--- config.mk ---
export PLATFORM = sky130hd
export DESIGN_NAME = ddcc_top
export DESIGN_NICKNAME = d
export VERILOG_FILES = /design/src/rtl/ddcc_pkg.sv /design/src/rtl/ddcc_ccgen.sv /design/src/rtl/ddcc_ccreg.sv /design/src/rtl/ddcc_brunit.sv /design/src/rtl/ddcc_top.sv
export SDC_FILE = /design/constraint.sdc
export NUM_CORES = 1
export LEC_CHECK = 0
export ABC_AREA = 1
export BUFFER_PORTS_ARGS = -buffer_cell sky130_fd_sc_hd__buf_2
export CORE_AREA = 10 10 172 174
export DETAILED_ROUTE_END_ITERATION = 7
export DIE_AREA = 0 0 182 184
export HOLD_SLACK_MARGIN = 0.02
export PLACE_DENSITY = 0.63
export SYNTH_ARGS = -nofsm -noshare
export SYNTH_HDL_FRONTEND = slang
export SYNTH_HIERARCHICAL = 1
export SYNTH_SLANG_ARGS = --single-unit
--- constraint.sdc ---
create_clock -name clk -period 6 [get_ports clk]
set_input_delay 1.2 -clock clk [delete_from_list [all_inputs] [get_ports clk]]
set_output_delay 1.2 -clock clk [all_outputs]
set_load 0.01 [all_outputs]
--- src/rtl/ddcc_pkg.sv ---
// Shared types for the dual-width condition code generator.
// Assumes nothing beyond IEEE 1800-2017 packed types.
package ddcc_pkg;
    typedef struct packed {
        logic n;
        logic z;
        logic v;
        logic c;
    } ccf_t;

    typedef enum logic [2:0] {
        BR_EQ   = 3'd0,
        BR_NE   = 3'd1,
        BR_NEG  = 3'd2,
        BR_NNEG = 3'd3,
        BR_OVF  = 3'd4,
        BR_NOVF = 3'd5
    } brcond_e;
endpackage

--- src/rtl/ddcc_ccgen.sv ---
// Width-generic adder/subtractor with condition code generation.
// Assumes two's complement operands; for subtract C reports a borrow.
module ddcc_ccgen #(
    parameter int SW = 64
) (
    input  logic [SW-1:0]   a,
    input  logic [SW-1:0]   b,
    input  logic            sub,
    output logic [SW-1:0]   sum,
    output ddcc_pkg::ccf_t  cc
);
    localparam int XW = SW + 1;

    logic [SW-1:0] bx;
    logic [XW-1:0] ext;

    // Invert the second operand for subtract and add with carry-in.
    always_comb begin
        bx  = b ^ {SW{sub}};
        ext = {1'b0, a} + {1'b0, bx} + {{SW{1'b0}}, sub};
        sum = ext[SW-1:0];
    end

    // Derive N, Z, V, C from the sum and the operand signs.
    always_comb begin
        cc.n = sum[SW-1];
        cc.z = ~|sum;
        cc.v = (a[SW-1] == bx[SW-1]) && (sum[SW-1] != a[SW-1]);
        cc.c = ext[SW] ^ sub;
    end
endmodule

--- src/rtl/ddcc_ccreg.sv ---
// Holding register for both flag sets; loads only when enabled.
// Assumes a synchronous active-low reset that clears all flags.
module ddcc_ccreg (
    input  logic            clk,
    input  logic            rst_n,
    input  logic            we,
    input  ddcc_pkg::ccf_t  d_wide,
    input  ddcc_pkg::ccf_t  d_narrow,
    output ddcc_pkg::ccf_t  q_wide,
    output ddcc_pkg::ccf_t  q_narrow
);
    // Clear on reset, capture both sets together on enable.
    always_ff @(posedge clk) begin
        if (!rst_n) begin
            q_wide   <= '0;
            q_narrow <= '0;
        end else if (we) begin
            q_wide   <= d_wide;
            q_narrow <= d_narrow;
        end
    end


    flag_hold_chk: assert property (@(posedge clk) disable iff (!rst_n)
        !we |=> ($stable(q_wide) && $stable(q_narrow)));


    both_load_chk: assert property (@(posedge clk) disable iff (!rst_n)
        we |=> (q_wide == $past(d_wide) && q_narrow == $past(d_narrow)));
endmodule

--- src/rtl/ddcc_brunit.sv ---
// Branch evaluator: selects one latched flag set and applies the test.
// Assumes codes outside 0..5 are reserved and must read not-taken.
module ddcc_brunit (
    input  ddcc_pkg::ccf_t  cc_wide,
    input  ddcc_pkg::ccf_t  cc_narrow,
    input  logic            use_narrow,
    input  logic [2:0]      cond,
    output logic            taken
);
    import ddcc_pkg::*;

    ccf_t sel;

    // Pick the flag set named by the branch.
    always_comb sel = use_narrow ? cc_narrow : cc_wide;

    // Decode the condition code against the chosen set.
    always_comb begin
        case (brcond_e'(cond))
            BR_EQ:   taken = sel.z;
            BR_NE:   taken = !sel.z;
            BR_NEG:  taken = sel.n;
            BR_NNEG: taken = !sel.n;
            BR_OVF:  taken = sel.v;
            BR_NOVF: taken = !sel.v;
            default: taken = 1'b0;
        endcase
    end


    always_comb begin
        rsvd_code_chk: assert (!(cond[2] && cond[1] && taken));
    end
endmodule

--- src/rtl/ddcc_top.sv ---
// Dual-width condition code generator: one add/subtract yields a 64-bit
// result plus flag sets for the full width and for the low half.
// Assumes HALF < W; the branch port reads registered flags only.
module ddcc_top #(
    parameter int W    = 64,
    parameter int HALF = 32
) (
    input  logic            clk,
    input  logic            rst_n,
    input  logic [W-1:0]    opa,
    input  logic [W-1:0]    opb,
    input  logic            sub,
    input  logic            flag_we,
    input  logic [2:0]      br_cond,
    input  logic            br_narrow,
    output logic [W-1:0]    result,
    output logic [3:0]      cc_wide,
    output logic [3:0]      cc_narrow,
    output logic            br_taken
);
    import ddcc_pkg::*;

    ccf_t           nx_wide, nx_narrow, q_wide, q_narrow;
    logic [HALF-1:0] half_sum;

    ddcc_ccgen #(.SW(W)) u_wide (
        .a(opa), .b(opb), .sub(sub), .sum(result), .cc(nx_wide)
    );

    ddcc_ccgen #(.SW(HALF)) u_narrow (
        .a(opa[HALF-1:0]), .b(opb[HALF-1:0]), .sub(sub),
        .sum(half_sum), .cc(nx_narrow)
    );

    ddcc_ccreg u_reg (
        .clk(clk), .rst_n(rst_n), .we(flag_we),
        .d_wide(nx_wide), .d_narrow(nx_narrow),
        .q_wide(q_wide), .q_narrow(q_narrow)
    );

    ddcc_brunit u_br (
        .cc_wide(q_wide), .cc_narrow(q_narrow),
        .use_narrow(br_narrow), .cond(br_cond), .taken(br_taken)
    );

    // Present the latched sets as plain vectors.
    always_comb begin
        cc_wide   = q_wide;
        cc_narrow = q_narrow;
    end


    always_comb begin
        half_sum_chk: assert (half_sum == result[HALF-1:0]);
    end


    wide_zero_chk: assert property (@(posedge clk) disable iff (!rst_n)
        flag_we |=> (cc_wide[2] == ($past(result) == '0)));


    narrow_sign_chk: assert property (@(posedge clk) disable iff (!rst_n)
        flag_we |=> (cc_narrow[3] == $past(result[HALF-1])));


    zero_nest_chk: assert property (@(posedge clk) disable iff (!rst_n)
        cc_wide[2] |-> cc_narrow[2]);


    br_eq_chk: assert property (@(posedge clk) disable iff (!rst_n)
        (br_cond == 3'd0) |-> (br_taken == (br_narrow ? cc_narrow[2] : cc_wide[2])));
endmodule

==> results.json, run 1 <==
{
  "status": "finished, final reports clean",
  "firstDrtPassIters": 6,
  "critPathMaxStageDelay_ns": 0.43,
  "path_cells": "buf_4, buf_12, xor2_1, ha_1, a21oi_1, o21ai_1, inv_1, o21ai_1, a21oi_1, nand2_1, xnor2_1, inv_1, buf_2",
  "clock_latency_ns": 0.23,
  "globalplace.congestion": 1.02,
  "hold_buffers": 0,
  "grt_setup_unrepaired": "no",
  "final_util_pct": 44.9,
  "crit_buf_inv": 5,
  "syn2layout_area_growth_pct": 14.7,
  "finalNetCount": 2466,
  "p_leak_nw": 7.21,
  "cts_sinks": 8,
  "min_period_over_period_pct": 90.1,
  "cts_resized": 0,
  "avgViaCountPerCell": 5.05,
  "cts_tree": "yes",
  "cts_setup_buffers": 0,
  "cp.required_ns": 4.80,
  "peakVddDrop_v": 0.000156,
  "setup_tns_ns": 0,
  "worstSetupStartpointType": "input pin",
  "path_clk_slew_ns": 0.03,
  "clock_path_buffers": 2,
  "synthCells": 2022,
  "fin_ws_ns": 0.595,
  "top_layer_used": "met4",
  "period_minus_slack_ns": 5.40,
  "max_freq_ghz": 0.185,
  "crit_type": "in2out",
  "antenna_found_initial": 0,
  "cp-end-kind": "output pin",
  "powerDensity_nw_per_um2": 169,
  "report.final.setup_viol": 0,
  "io_pins": 209,
  "slew_violations": 0,
  "final_cell_mix": "nand2_1 (767), inv_1 (370), buf_2 (207), nor2_1 (203), nand3_1 (113)",
  "rows": 59,
  "grt_pass1_vias": 11900,
  "worstMarginPinSlew_ns": 0.518,
  "hold_path.class": "reg2reg",
  "hpwl_um": 37900,
  "worst_clock_skew_ns": 0,
  "die_area_um2": 33500,
  "die_y_um": 184,
  "layout_commonest_cell": "nand2_1",
  "cp_top_family": "buffers and inverters",
  "place_ws_ns": 0.727,
  "path_max_fanout": 28,
  "wl_met1_um": 20400,
  "drv_cap": 0,
  "hold_viol": 0,
  "core_um2": 25900,
  "die-width_um": 182,
  "synthesis.nets": 2262,
  "ant_nets": 0,
  "grt_pass1_wl_um": 63500,
  "clock-root-buffer": "clkbuf_16",
  "slew_headroom_pct": 65.5,
  "cp.arrival_ns": 4.20,
  "grt_overflow_total": 0,
  "slowest_stage": "a21oi_1",
  "wl_met3_um": 3620,
  "fin_hold_ws_ns": 0.475,
  "htreeDepth": 1,
  "cts_made_buffers": 3,
  "synth.avg_cell_area_um2": 5.02,
  "grt_max_degree": 29,
  "syn-cell-area_um2": 10100,
  "remaining_drc_errors": 0,
  "met2WireLength_um": 17400,
  "start_util_pct": 39.1,
  "antenna_cells": 0,
  "ys_warn_count": 6,
  "grt.total_usage_pct": 23.4,
  "drive_gt1_share_pct": 15.2,
  "drtIter0Drc": 1208,
  "num_vias": 12900,
  "wl_per_cell_um": 16.3,
  "port_buffers": 208,
  "routed_wl_um": 41800
}
[final timing paths]
kind,start,to,slack (ns),cells after the start
max,sub,result[39],0.60,13
min,u_reg/q_wide[0],u_reg/q_wide[0],0.48,2
max reg2reg,u_reg/q_wide[3],u_reg/q_wide[3],5.39,2
min reg2reg,u_reg/q_wide[0],u_reg/q_wide[0],0.48,2
[area by class of cell]
type,instances,area (um2)
Fill cell,3050,14300
Multi-Input combinational cell,1605,8390
Inverter,394,1480
Timing Repair Buffer,214,1100
Tap cell,335,419
Sequential cell,8,160
Clock buffer,3,75.1
[worst min-delay path: stages, from the launching register on]
cell,delay [ns]
dfxtp_1,0.30
nor2_1,0.08
nor2_1,0.05
[per-layer routing]
layer / vias up / GRT usage [%]
met5: - / 0
li1: 6621 / -
met4: 0 / 2.64
met2: 513 / 36.0
met1: 5761 / 34.1
met3: 28 / 3.68
[stage by stage]
step | cells | area, um2 | power [mW]
floorplan | 2022 | 10100 | 1.22
global placement | 2556 | 11600 | 1.81
detailed placement | 2556 | 11600 | 1.81
CTS | 2559 | 11600 | 1.94
global route | 2559 | 11600 | 2.16
finish | 2559 | 11600 | 1.97
[power by group]
group          internal (mW)  switching, mW
registers             0.0583        0.00389
logic                  0.580           1.21
clock network         0.0858         0.0256
[state kept, by name, summed over array words and instances (netlist names)]
register and count:
u_reg/q_narrow 4, u_reg/q_wide 4
No activity file was read; power rests on OpenSTA's default activity.
==> run 2, diff against run 1 <==
--- a/config.mk
+++ b/config.mk
@@ -7,11 +7,13 @@
 export LEC_CHECK = 0
 export ABC_AREA = 1
 export BUFFER_PORTS_ARGS = -buffer_cell sky130_fd_sc_hd__buf_2
+export CELL_PAD_IN_SITES_DETAIL_PLACEMENT = 0
+export CELL_PAD_IN_SITES_GLOBAL_PLACEMENT = 1
 export CORE_AREA = 10 10 172 174
 export DETAILED_ROUTE_END_ITERATION = 7
 export DIE_AREA = 0 0 182 184
 export HOLD_SLACK_MARGIN = 0.02
-export PLACE_DENSITY = 0.63
+export PLACE_DENSITY = 0.9
 export SYNTH_ARGS = -nofsm -noshare
 export SYNTH_HDL_FRONTEND = slang
 export SYNTH_HIERARCHICAL = 1
==> run 2 against run 1 <==
Power grew 1.1%. Routed wire length grew 3.1%. Utilization is the same. Largest power group unchanged. Highest routed layer unchanged. Critical endpoint is now result[63].
==> results.json, run 2 (synthesized netlist as in run 1, its figures left out) <==
{
  "reg2reg_from": "u_reg/q_narrow[3]",
  "cts_resized": 0,
  "grt_setup_unrepaired": "no",
  "remaining_drc_errors": 0,
  "grt_max_degree": 37,
  "min_period_over_period_pct": 92.5,
  "drive_gt1_share_pct": 15.2,
  "hold_buffers": 0,
  "wl_per_cell_um": 16.9,
  "ff2ff_path_depth": 2,
  "die_y_um": 184,
  "slew_headroom_pct": 51.2,
  "peakVddDrop_v": 0.000175,
  "layout_commonest_cell": "nand2_1",
  "reg2reg_to": "u_reg/q_narrow[3]",
  "slew_violations": 0,
  "path_cells": "buf_4, buf_12, xor2_1, ha_1, nand2_1, nor2_1, nand2_1, nor2_1, nand2_1, nand2_1, nand4_1, nand2_1, nand2_1, nand2_1, buf_2",
  "period_minus_slack_ns": 5.55,
  "grt_pass1_wl_um": 66300,
  "die_area_um2": 33500,
  "final_cell_mix": "nand2_1 (767), inv_1 (370), buf_2 (207), nor2_1 (203), nand3_1 (113)",
  "startpoint": "sub",
  "drtIter0Drc": 1081,
  "path_max_fanout": 36,
  "num_vias": 13000,
  "start_util_pct": 39.1,
  "grt.total_usage_pct": 24.4,
  "antenna_found_initial": 1,
  "endpoint": "result[63]",
  "cts_sinks": 8,
  "status": "finished, final reports clean",
  "power.total_mw": 1.99,
  "routed_wl_um": 43100,
  "report.final.setup_viol": 0,
  "finalNetCount": 2464,
  "hpwl_um": 38800,
  "grt_overflow_total": 0,
  "rows": 59,
  "die-width_um": 182,
  "drv_cap": 0,
  "max_freq_ghz": 0.180,
  "ant_nets": 0,
  "p_leak_nw": 7.21,
  "setup_tns_ns": 0,
  "clock_latency_ns": 0.24,
  "cp.required_ns": 4.80,
  "worst_clock_skew_ns": 0,
  "hold_path.class": "reg2reg",
  "port_buffers": 208,
  "cp_top_family": "simple AND/OR/NAND/NOR gates",
  "critPathMaxStageDelay_ns": 0.45,
  "powerDensity_nw_per_um2": 171,
  "firstDrtPassIters": 6,
  "syn2layout_area_growth_pct": 14.7,
  "slowest_stage": "ha_1",
  "core_um2": 25900,
  "largestRegisters": "u_reg/q_narrow (4), u_reg/q_wide (4)",
  "htreeDepth": 1,
  "cts_made_buffers": 3,
  "hold_viol": 0,
  "avgViaCountPerCell": 5.08,
  "cp-end-kind": "output pin",
  "worstSetupStartpointType": "input pin",
  "cp.arrival_ns": 4.35,
  "path_clk_slew_ns": 0.04,
  "crit_top_cell": "nand2_1",
  "crit_buf_inv": 3,
  "cp_num_cells": 15,
  "cts_tree": "yes",
  "globalplace.congestion": 1.08,
  "crit_type": "in2out",
  "grt_pass1_vias": 12400,
  "clock_path_buffers": 2,
  "rrSetupSlack_ns": 5.41,
  "io_pins": 209,
  "cts_setup_buffers": 0,
  "clock-root-buffer": "clkbuf_16",
  "nFillCells": 3002,
  "worstMarginPinSlew_ns": 0.725
}
## run 2: worst min-delay path by stage
stage                                 start           endpoint  cells after the start
after floorplan           u_reg/q_narrow[0]  u_reg/q_narrow[0]                      2
after global placement    u_reg/q_narrow[0]  u_reg/q_narrow[0]                      2
after detailed placement  u_reg/q_narrow[0]  u_reg/q_narrow[0]                      2
after CTS                 u_reg/q_narrow[0]  u_reg/q_narrow[0]                      2
after global routing      u_reg/q_narrow[0]  u_reg/q_narrow[0]                      2
final                     u_reg/q_narrow[0]  u_reg/q_narrow[0]                      2
## run 2: per-stage QoR
step                cells  cell area [um2]  setup slack, ns  hold slack (ns)  utilization [%]
global placement     2554            11600            0.607            0.454             44.6
detailed placement   2554            11600            0.590            0.465             44.6
CTS                  2557            11600            0.582            0.470             44.9
global route         2558            11600            0.232            0.509             44.9
finish               2558            11600            0.449            0.469             44.9
floorplan            2022            10100             1.27            0.492                -
## run 2: layout make-up
type / count / area (um2) / area share (%)
inverter: 394 / 1480 / 12.7
tap: 335 / 419 / 3.60
multi-input combinational: 1605 / 8390 / 72.2
antenna: 1 / 2.50 / 0.0215
timing repair buffer: 212 / 1100 / 9.45
clock buffer: 3 / 75.1 / 0.646
sequential: 8 / 160 / 1.38
## run 2: power breakdown
group / internal, mW / switching, mW
clock network: 0.0861 / 0.0278
registers: 0.0583 / 0.00362
logic: 0.581 / 1.23
## run 2: worst register-to-register path: stages, from the launching register on
cell     delay (ns)
dfxtp_1        0.37
nor2_1         0.06
nor2_1         0.10
## run 2: metal layers
metal / wire length, um / share of wire [%] / GRT usage, % / vias up
li1: - / - / - / 6597
met1: 19900 / 46 / 34.0 / 5839
met2: 18400 / 43 / 38.2 / 529
met3: 4390 / 10 / 6.06 / 32
met4: 369 / 0.86 / 2.51 / 0
met5: 0 / 0 / 0 / -
==> run 3, diff against run 2 <==
--- a/config.mk
+++ b/config.mk
@@ -9,12 +9,11 @@
 export BUFFER_PORTS_ARGS = -buffer_cell sky130_fd_sc_hd__buf_2
 export CELL_PAD_IN_SITES_DETAIL_PLACEMENT = 0
 export CELL_PAD_IN_SITES_GLOBAL_PLACEMENT = 1
-export CORE_AREA = 10 10 172 174
+export CORE_AREA = 10 10 151 153
 export DETAILED_ROUTE_END_ITERATION = 7
-export DIE_AREA = 0 0 182 184
+export DIE_AREA = 0 0 161 163
 export HOLD_SLACK_MARGIN = 0.02
-export PLACE_DENSITY = 0.9
+export PLACE_DENSITY = 0.92
 export SYNTH_ARGS = -nofsm -noshare
 export SYNTH_HDL_FRONTEND = slang
-export SYNTH_HIERARCHICAL = 1
 export SYNTH_SLANG_ARGS = --single-unit
==> run 3 against run 2 <==
Critical path depth grew 1. Clock-buffer cell count unchanged. Sequential power fell by 3.6%. Fmax increased by 7.5%. Non-clock buffer count fell by 1. Final cell count shrank 23%. Clock skew is the same. First-iteration DRC count down 30%. Global-route usage decreased by 2.5 points. Utilization fell by 0.60 points. Worst setup slack improved by 0.39 ns. Register-to-register slack lost 0.10 ns. Largest power group unchanged.
==> results.json, run 3 <==
{
  "path_clk_slew_ns": 0.03,
  "hold_viol": 0,
  "cts_tree": "yes",
  "status": "finished, final reports clean",
  "slew_headroom_pct": 68.9,
  "drive_gt1_share_pct": 16.0,
  "rows": 52,
  "remaining_drc_errors": 0,
  "worstSetupStartpointType": "input pin",
  "min_period_over_period_pct": 86.0,
  "antenna_cells": 0,
  "hold_buffers": 0,
  "layout_commonest_cell": "nand2_1",
  "cp.arrival_ns": 3.96,
  "clock-root-buffer": "clkbuf_16",
  "synth.most_common_cell": "nand2_1",
  "worst_clock_skew_ns": 0,
  "yosysTopAreaCellShare_pct": 30.2,
  "drtIter0Drc": 762,
  "drv_cap": 0,
  "cts_setup_buffers": 0,
  "crit_type": "in2out",
  "clock_path_buffers": 2,
  "synthTopCellsByArea": "nand2_1 (30%), inv_1 (17%), ha_1 (12%), xor2_1 (8.3%), nor2_1 (6.7%)",
  "grt_overflow_total": 0,
  "die_y_um": 163,
  "cts_sinks": 8,
  "die-width_um": 161,
  "final_cell_mix": "nand2_1 (592), inv_1 (333), buf_2 (207), nor2_1 (131), xor2_1 (70)",
  "period_minus_slack_ns": 5.16,
  "synth_top_cell_by_area": "nand2_1",
  "power.total_mw": 1.50,
  "cp-end-kind": "output pin",
  "report.final.setup_viol": 0,
  "globalplace.congestion": 1.00,
  "avgViaCountPerCell": 4.73,
  "hold_path.class": "reg2reg",
  "grt_pass1_vias": 9083,
  "syn2layout_area_growth_pct": 19.7,
  "hpwl_um": 27600,
  "synthCells": 1499,
  "synthArstFlopShare_pct": 0,
  "ant_nets": 0,
  "htreeDepth": 1,
  "p_leak_nw": 5.69,
  "finalNetCount": 1912,
  "synthesis.nets": 1705,
  "ys_dominant_reg_cell": "dfxtp_1",
  "start_util_pct": 37.0,
  "grt_setup_unrepaired": "no",
  "synth-edff-count": 0,
  "port_buffers": 208,
  "syn-cell-area_um2": 7370,
  "setup_tns_ns": 0,
  "grt.total_usage_pct": 21.9,
  "path_max_fanout": 18,
  "cp.required_ns": 4.80,
  "ys_warn_count": 0,
  "synth.distinct_cells": 35,
  "wl_per_cell_um": 15.3,
  "core_um2": 19900,
  "clock_latency_ns": 0.23,
  "ys_ff_latch": 8,
  "worstMarginPinSlew_ns": 0.463,
  "yosysSeqAreaShare_pct": 2.17,
  "powerDensity_nw_per_um2": 170,
  "die_area_um2": 26200,
  "cts_resized": 0,
  "io_pins": 209,
  "max_freq_ghz": 0.194,
  "antenna_found_initial": 0,
  "grt_pass1_wl_um": 46800,
  "routed_wl_um": 30100,
  "peakVddDrop_v": 0.0000665,
  "synth.avg_cell_area_um2": 4.91,
  "slew_violations": 0,
  "cts_made_buffers": 3,
  "largestRegisters": "u_reg.q_narrow (4), u_reg.q_wide (4)",
  "firstDrtPassIters": 7,
  "num_vias": 9333,
  "grt_max_degree": 38,
  "netlist_top_cells_count": "nand2_1 (592), inv_1 (333), nor2_1 (131)"
}
## run 3: layout make-up
cell class,instances,area [um2]
Fill cell,2367,11100
Multi-Input combinational cell,1145,5900
Timing Repair Buffer,211,1080
Tap cell,270,338
Inverter,337,1260
Sequential cell,8,160
Clock buffer,3,75.1
## run 3: cells by family after synthesis
family | after synthesis | synth area share, %
and+or+nand+nor | 880 | 50.0
buffers and inverters | 346 | 17.7
AOI/OAI and AO/OA | 115 | 8.48
xor gates and xnor gates | 78 | 9.27
adders and majority gates | 70 | 12.0
DFF | 8 | 2.17
muxes | 2 | 0.306
## run 3: through the flow
stage	instances	hold slack (ns)	util (%)	area, um2	worst slack, ns
CTS	1974	0.479	44.3	8820	0.912
detailed placement	1971	0.473	43.9	8740	0.924
floorplan	1499	0.498	-	7370	1.23
finish	1974	0.472	44.3	8820	0.838
global route	1974	0.513	44.3	8820	0.659
global placement	1971	0.476	43.9	8740	0.832
## run 3: final timing paths
kind	startpoint	end	slack (ns)	cells past startpoint
worst min register to register	u_reg.q_wide[1]	u_reg.q_wide[1]	0.47	2
worst max register to register	u_reg.q_narrow[3]	u_reg.q_narrow[3]	5.31	4
worst min-delay path	u_reg.q_wide[1]	u_reg.q_wide[1]	0.47	2
worst max-delay path	sub	result[62]	0.84	16
## run 3: critical path, stage by stage
cell and delay, ns:
buf_4 0.16, buf_4 0.33, xor2_1 0.12, ha_1 0.45, nand2_1 0.17, nor2_1 0.23
inv_1 0.13, nor3_2 0.24, nand2_1 0.18, nor3_1 0.16, nand2_1 0.14, nand2_1 0.09
nand2_1 0.05, nand2_1 0.10, inv_1 0.05, buf_2 0.13
## run 3: report_power, final
part	switching, mW	total, mW	internal (mW)
Clock	0.0256	0.111	0.0859
Sequential	0.00225	0.0597	0.0575
Combinational	0.882	1.33	0.447
## run 3: layer usage
metal / GRT usage [%] / routed length (um) / share of wire, % / vias to the layer above
li1: - / - / - / 4928
met1: 29.5 / 14300 / 47 / 4092
met4: 3.89 / 521 / 1.7 / 0
met5: 0 / 0 / 0 / -
met3: 2.86 / 1790 / 5.9 / 35
met2: 36.8 / 13500 / 45 / 278
